**src/rtl/rp_pkg.sv**
```systemverilog
package rp_pkg;
    typedef enum logic {
        RP_IDLE = 1'b0,
        RP_POLL = 1'b1
    } rp_state_e;

    localparam int unsigned TOGGLE_BIT = 6;
    localparam int unsigned POLL_BIT   = 7;
    localparam logic        MODE_TOGGLE = 1'b0;
    localparam logic        MODE_DATA   = 1'b1;
endpackage

```
**src/rtl/rp_bit_judge.sv**
```systemverilog
module rp_bit_judge
    import rp_pkg::*;
#(
    parameter int unsigned DW = 8
) (
    input  logic          mode,
    input  logic [DW-1:0] sample,
    input  logic          ref_bit,
    input  logic          expect_bit,
    output logic          hit
);
    always_comb begin
        if (mode == MODE_DATA) begin
            hit = (sample[POLL_BIT] == expect_bit);
        end else begin
            hit = (sample[TOGGLE_BIT] == ref_bit);
        end
    end
endmodule

```
**src/rtl/rp_try_counter.sv**
```systemverilog
module rp_try_counter #(
    parameter int unsigned LIMIT = 32'h0FFF_FFFF
) (
    input  logic clk,
    input  logic rst_n,
    input  logic clear,
    input  logic bump,
    output logic last
);
    localparam int unsigned CW = (LIMIT > 1) ? $clog2(LIMIT) : 1;
    localparam logic [CW-1:0] TOP = CW'(LIMIT - 1);

    logic [CW-1:0] count_d, count_q;

    always_comb begin
        count_d = count_q;
        if (clear) begin
            count_d = '0;
        end else if (bump && (count_q != TOP)) begin
            count_d = count_q + 1'b1;
        end
    end

    always_ff @(posedge clk or negedge rst_n) begin
        if (!rst_n) begin
            count_q <= '0;
        end else begin
            count_q <= count_d;
        end
    end

    assign last = (count_q == TOP);

    // the attempt count never passes the last legal value
    a_r8_count_bound: assert property (@(posedge clk) disable iff (!rst_n)
        count_q <= TOP);
endmodule

```
**src/rtl/flash_ready_poller.sv**
```systemverilog
module flash_ready_poller
    import rp_pkg::*;
#(
    parameter int unsigned MAX_TRIES = 32'h0FFF_FFFF,
    parameter int unsigned DW        = 8
) (
    input  logic          clk,
    input  logic          rst_n,
    input  logic          start_i,
    input  logic          mode_i,
    input  logic [DW-1:0] expect_i,
    output logic          rd_req_o,
    input  logic          rd_valid_i,
    input  logic [DW-1:0] rd_data_i,
    output logic          done_o,
    output logic          timeout_o
);
    typedef struct packed {
        rp_state_e state;
        logic      mode;
        logic      exp_bit;
        logic      ref_bit;
        logic      have_ref;
        logic      done;
        logic      tout;
    } rp_regs_t;

    rp_regs_t r_d, r_q;

    logic accept;
    logic hit;
    logic last_try;
    logic cnt_clear;
    logic cnt_bump;
    logic ref_only;

    rp_bit_judge #(.DW(DW)) u_judge (
        .mode       (r_q.mode),
        .sample     (rd_data_i),
        .ref_bit    (r_q.ref_bit),
        .expect_bit (r_q.exp_bit),
        .hit        (hit)
    );

    rp_try_counter #(.LIMIT(MAX_TRIES)) u_tries (
        .clk   (clk),
        .rst_n (rst_n),
        .clear (cnt_clear),
        .bump  (cnt_bump),
        .last  (last_try)
    );

    assign accept    = (r_q.state == RP_POLL) && rd_valid_i;
    assign ref_only  = (r_q.mode == MODE_TOGGLE) && !r_q.have_ref;
    assign cnt_clear = (r_q.state == RP_IDLE) && start_i;
    assign cnt_bump  = accept && !ref_only && !hit;

    always_comb begin
        r_d      = r_q;
        r_d.done = 1'b0;
        r_d.tout = 1'b0;
        unique case (r_q.state)
            RP_IDLE: begin
                if (start_i) begin
                    r_d.state    = RP_POLL;
                    r_d.mode     = mode_i;
                    r_d.exp_bit  = expect_i[POLL_BIT];
                    r_d.have_ref = 1'b0;
                end
            end
            RP_POLL: begin
                if (accept) begin
                    if (ref_only) begin
                        r_d.ref_bit  = rd_data_i[TOGGLE_BIT];
                        r_d.have_ref = 1'b1;
                    end else if (hit) begin
                        r_d.done  = 1'b1;
                        r_d.state = RP_IDLE;
                    end else begin
                        r_d.ref_bit = rd_data_i[TOGGLE_BIT];
                        if (last_try) begin
                            r_d.tout  = 1'b1;
                            r_d.state = RP_IDLE;
                        end
                    end
                end
            end
            default: r_d.state = RP_IDLE;
        endcase
    end

    always_ff @(posedge clk or negedge rst_n) begin
        if (!rst_n) begin
            r_q <= '{state: RP_IDLE, default: 1'b0};
        end else begin
            r_q <= r_d;
        end
    end

    assign rd_req_o  = (r_q.state == RP_POLL);
    assign done_o    = r_q.done;
    assign timeout_o = r_q.tout;

    // a start while idle opens a read request on the next cycle
    a_r2_start_req: assert property (@(posedge clk) disable iff (!rst_n)
        (!rd_req_o && start_i) |=> rd_req_o);

    // the request is held until the bus port answers
    a_r3_req_hold: assert property (@(posedge clk) disable iff (!rst_n)
        (rd_req_o && !rd_valid_i) |=> rd_req_o);

    // outcome pulses are exclusive
    a_r9_exclusive: assert property (@(posedge clk) disable iff (!rst_n)
        !(done_o && timeout_o));

    // each outcome lasts a single cycle
    a_r9_single_pulse: assert property (@(posedge clk) disable iff (!rst_n)
        (done_o || timeout_o) |=> !(done_o || timeout_o));

    // an outcome follows an accepted read and the request is dropped
    a_r9_after_read: assert property (@(posedge clk) disable iff (!rst_n)
        (done_o || timeout_o) |-> ($past(rd_req_o && rd_valid_i) && !rd_req_o));

    // a start during a run does not change the captured settings
    a_r10_busy_start: assert property (@(posedge clk) disable iff (!rst_n)
        (rd_req_o && start_i && !rd_valid_i) |=> ($stable(r_q.mode) && $stable(r_q.exp_bit)));
endmodule

```
**config.mk**
```make
export PLATFORM = sky130hd
export DESIGN_NAME = flash_ready_poller
export DESIGN_NICKNAME = d
export VERILOG_FILES = /design/src/rtl/rp_pkg.sv /design/src/rtl/rp_bit_judge.sv /design/src/rtl/rp_try_counter.sv /design/src/rtl/flash_ready_poller.sv
export SDC_FILE = /design/constraint.sdc
export NUM_CORES = 1
export LEC_CHECK = 0
export BUFFER_PORTS_ARGS = -buffer_cell sky130_fd_sc_hd__buf_4
export CAP_MARGIN = 5
export CORE_ASPECT_RATIO = 1.2
export CORE_MARGIN = 2
export CORE_UTILIZATION = 62
export CTS_CLUSTER_DIAMETER = 150
export DETAILED_ROUTE_END_ITERATION = 12
export PLACE_DENSITY = 0.84
export SETUP_SLACK_MARGIN = 0.4
export SLEW_MARGIN = 10
export SYNTH_ARGS = -nofsm -noshare
export SYNTH_HDL_FRONTEND = slang
export SYNTH_HIERARCHICAL = 1
export SYNTH_SLANG_ARGS = --single-unit
```
**constraint.sdc**
```tcl
create_clock -name clk -period 6.6 [get_ports clk]
set_input_delay 0.66 -clock clk [delete_from_list [all_inputs] [get_ports clk]]
set_output_delay 0.66 -clock clk [all_outputs]
set_load 0.05 [all_outputs]
```
After elaboration in Yosys (flattened, before gate mapping) --
Cells that the tools add are included.
Storage, ports and cells: memories kept 0, bits in latches 0, logic and storage cells 52, bits in writable memories 0, flip-flop bits (word level) 35, memory bits (read-only) 0, input bits 21
Operators by class: $mul 0, mux-type cells 20, add/subtract/negate cells 1, shifts and indexed selects 0, equal/unequal tests 8, reductions and logical operators 13, magnitude comparators 0, div/mod/pow operators 0, bitwise gates (word level) 2
Operators by type and width (count):
- 28-bit two-way mux | 2
- 28-bit by 1-bit adder with 28-bit output (second input constant) | 1
- 28-bit equality test (second input constant) | 1
- 28-bit != test (second input constant) | 1
- 1-bit two-way mux | 12
- 1-bit logical AND | 6
- 3-bit two-way mux | 2
- 2-bit by 1-bit != test with 1-bit output (second input constant) | 3
- 3-bit AND reduction | 2
- 2-bit two-way mux | 2
- 1-bit case mux with 2 select lines | 2
- 1-bit logical NOT | 3
- 1-bit equality test | 2
- 2-bit != test (second input constant) | 1
- 1-bit inverter | 2
- 2-bit AND reduction | 1
- 2-bit nonzero test | 1

Depth between registers and ports, before layout --
depth after elaboration 8, gate-level depth with buffers 10, gate-level depth less buffers 8

Cells and area by module --
The synthesis kept the hierarchy.
By module, submodules not included:
- rp_try_counter | area each 1702.9 um^2, times used 1, cells each 187
- flash_ready_poller | area each 287.8 um^2, times used 1, cells each 25
- rp_bit_judge | area each 27.5 um^2, times used 1, cells each 3

Worst setup path before layout --
No wires, ideal clock.
kind in2reg, from input port rd_data_i[7], to register u_tries.count_q[25], buffers on the path 1, data required time 6523 ps, setup slack 3873 ps, cell stages on the path 8, library setup time 77 ps, data arrival time 2650 ps, path through xor2_1 -> mux2i_1 -> nor2_1 -> clkdlybuf4s50_2 -> nand2_1 -> a41o_1 -> or4_2 -> a21oi_1
Between the ends: longest elaborated chain between the ends 6
RTL lines:
- start, declared | line flash_ready_poller.sv:14 | input logic [DW-1:0] rd_data_i,
- 1-bit equality test | line rp_bit_judge.sv:14 | hit = (sample[POLL_BIT] == expect_bit);
- 1-bit two-way mux | line rp_bit_judge.sv:13 | if (mode == MODE_DATA) begin
- named net hit | line flash_ready_poller.sv:31 | logic hit;
- 1-bit logical NOT | line flash_ready_poller.sv:56 | assign cnt_bump = accept && !ref_only && !hit;
- 1-bit logical AND | line flash_ready_poller.sv:56
- named net cnt_bump | line flash_ready_poller.sv:34 | logic cnt_bump;
- 1-bit logical AND | line rp_try_counter.sv:19 | end else if (bump && (count_q != TOP)) begin
- 2-bit nonzero test (no source line)
- end signal, assigned | line rp_try_counter.sv:28 | count_q <= count_d;
- end, declared | line rp_try_counter.sv:13 | logic [CW-1:0] count_d, count_q;
The timed path passes the listed nets, and every way through them passes these cells. A chain may end at the register's enable or synchronous reset.

==> results.toml <==
[global_routing]
use_met2_pct = 44.6
grt_use_met1_pct = 32.6
grt_first_pass_wirelength_mm = 7.56
number_of_global_route_vias_before_repair = 1647
globalRouteTotalUtil_pct = 26.4
most_heavily_used_metal_layer_in_global_routing = "met2"
globalRoute.totalOverflow = 0
largest_net_degree_at_the_start_of_global_routing = 39
antenna_violations_before_repair = 0
grt_util_met3_pct = 6.02

[clocking]
root_buffer = "clkbuf_4"
ctsHtreeMaxLevel = 2
cts_inserted_buffers = 5
post_cts_resize_count = 0
clock-sinks = 35
clock_latency_at_the_later_pin_of_the_worst_skew_pair_ps = 360
post-cts-setup-buffer-count = 0
clkTransAtPathRegs_ps = 110
cts_tree = "built"
cts_hold_buf = 0
clk_path_buf_depth = 2

[place]
placedCellCount = 253
hpwl_mm = 2.99
portBuffers = 10
finalWeightedCongestion = 0.961

[status]
status = "completed"

[worst_setup_path]
worst-setup-path-type = "reg2reg"
crit_path_top_delay_cell = "nor4_1"
timing.critical_path.from = "u_tries/count_q[0]"
path_depth = 8
timing.rr.start = "u_tries/count_q[0]"
worst_r2r_endpoint = "rd_req_o"
critical_path_buf_inv_count = 1
start_kind = "register"
path_delay_family = "simple AND/OR/NAND/NOR gates"
worstRegToRegCells = 8
critical_path.cell_chain = "inv_1 -> ha_1 -> nand4_1 -> nor4_1 -> and2_2 -> nor2_1 -> o21ai_0 -> nand2b_1"
crit_path_end = "rd_req_o"
timing.critical_path.arrival_ps = 2810
worst-path-max-fanout = 24
cp-end-kind = "register"
max_stage_delay_ps = 720
r2r_setup_slack_ps = 4050
cp_data_required_time_ps = 6850

[final_layout]
layout.cells.most_common = "dfrtp_1"
area_growth_pct = 5.33
final-instance-count-excl-fill = 261
layout_net_count = 247
antenna_cells_inserted = 0
drive_above_1_share_pct = 16.0
layout.cells.most_common_list = "dfrtp_1, nor2_1, a21oi_1, nand3_1, nand4_1"
finish.utilization_pct = 69.0

[synth]
synthesis.yosys.warnings = 6
yosys.cell_types.count = 42
mappedNetlistArea_mm2 = 0.00202
synth_nets = 238
ys_seq_area_share_pct = 43.4
yosys_register_bits = 35
synth_area_per_cell_um2 = 9.39
syn-instance-count = 215

[pwr]
vdd_drop_max_mv = 0.321
powerDensity_mw_per_mm2 = 254
proportion_of_total_power_due_to_net_switching_pct = 37.5
cellLeakagePower_nw = 0.868
p_switching_mw = 0.203
seqPwrFrac_pct = 49.6
power.share.combinational_pct = 29.1
power.clock.fraction_pct = 21.3
intPower_mw = 0.338
p_total_mw = 0.541

[route]
remaining_drc_errors = 0
routed-via-count = 1708
routed_via_density = 6.54
routedWlPerCell_um = 16.6
drt.antenna.violating_nets = 0
drt-initial-drc-count = 98
drt-pass1-iter-count = 5
wl_mm = 4.33

[sta]
final_min_period_over_clock_period_pct = 38.7
worst_slew_pin_slew_ps = 904
fmax_ghz = 0.391
final.setup_skew_ps = 11.1
setup_viol_count_final = 0
min_period_ps = 2550
total_negative_setup_slack_ps = 0
rsz0062_at_grt = "false"
hold_viol = 0
worst_slew_margin_rel_pct = 39.2
timing.final.max_slew_violations = 0

[die]
fp-row-count = 22
die_area_mm2 = 0.00373
die_width_um = 56.1
die_height_um = 66.5
core_area_mm2 = 0.00308
initial_utilization_pct = 65.5
io_pins = 24

[worst_hold_path]
timing.hold.worst.class = "in2async"

[job]
max_cap_violations = 0
## layer usage
layer,vias up,share of wire (%)
li1,820,-
met4,0,1.9
met2,50,50
met5,-,0
met1,828,43
met3,10,5.1
## worst min path at each step
stage | from | endpoint
2_1_floorplan | rst_n | done_o
3_3_place_gp | r_q[3] | r_q[3]
3_5_place_dp | r_q[4] | r_q[4]
4_1_cts | rst_n | u_tries/count_q[7]
5_1_grt | rst_n | u_tries/count_q[18]
6_report | rst_n | u_tries/count_q[5]
## worst register-to-register path, cell delays in order, from the launching register on
cell and delay (ps):
dfrtp_1 450, inv_1 120, ha_1 160, nand4_1 140
nor4_1 720, and2_2 530, nor2_1 80, o21ai_0 180
nand2b_1 80
## per-stage QoR
step	area [um2]	worst slack, ps	hold WS (ps)
floorplan	2020	3870	364
global placement	2080	3960	494
detailed placement	2080	3910	519
CTS	2130	4070	247
global route	2130	3800	268
finish	2130	4050	230
## power by group through the flow
stage	combinational, mW	clock, mW	sequential, mW
finish	0.157	0.115	0.268
global route	0.175	0.125	0.273
CTS	0.158	0.119	0.268
detailed placement	0.158	0	0.272
global placement	0.147	0	0.269
floorplan	0.105	0	0.285
## Yosys cell counts, drive strengths merged
cell | n | area [um2]
nor4b | 1 | 8.76
a41o | 1 | 10.0
o31ai | 5 | 37.5
or4 | 10 | 78.8
clkdlybuf4s50 | 1 | 11.3
ha | 2 | 25.0
buf | 2 | 18.8
xnor2 | 6 | 52.6
inv | 4 | 15.0
nand4 | 14 | 93.8
nor2 | 19 | 71.3
dfrtp | 35 | 876
clkbuf | 7 | 47.5
xor2 | 2 | 17.5
nand2 | 10 | 37.5
nor4 | 5 | 31.3
nor2b | 9 | 58.8
and4 | 4 | 37.5
mux2 | 10 | 113
and3 | 5 | 32.5
o211ai | 1 | 7.51
nor3 | 4 | 20.0
a21o | 1 | 7.51
a211oi | 2 | 15.0
nand3 | 13 | 65.1
and2 | 2 | 13.8
o21ai | 13 | 65.1
a21oi | 18 | 90.1
or3 | 7 | 43.8
nand2b | 1 | 6.26
mux2i | 1 | 10.0
## flip-flops by register name, summed over array words and instances (netlist names)
register and flops:
done_o 1, r_q 4, timeout_o 1, rd_req_o 1, u_tries/count_q 28
## layout make-up
type	count	area, um2
Clock inverter	1	5.00
Sequential cell	35	876
Inverter	4	15.0
Clock buffer	7	45.0
Tap cell	36	45.0
Fill cell	251	957
Multi-Input combinational cell	166	1050
Timing Repair Buffer	12	90.1
## kinds of logic after synthesis
| kind of cell | Yosys count | synth area share (%) |
|---|---|---|
| AOI/OAI and AO/OA | 41 | 11.5 |
| xor gates and xnor gates | 8 | 3.47 |
| adders and majority gates | 2 | 1.24 |
| buffers and inverters | 14 | 4.59 |
| DFF | 35 | 43.4 |
| muxes | 11 | 6.08 |
| and+or+nand+nor | 104 | 29.7 |
Power figures use the tool's default switching activity.
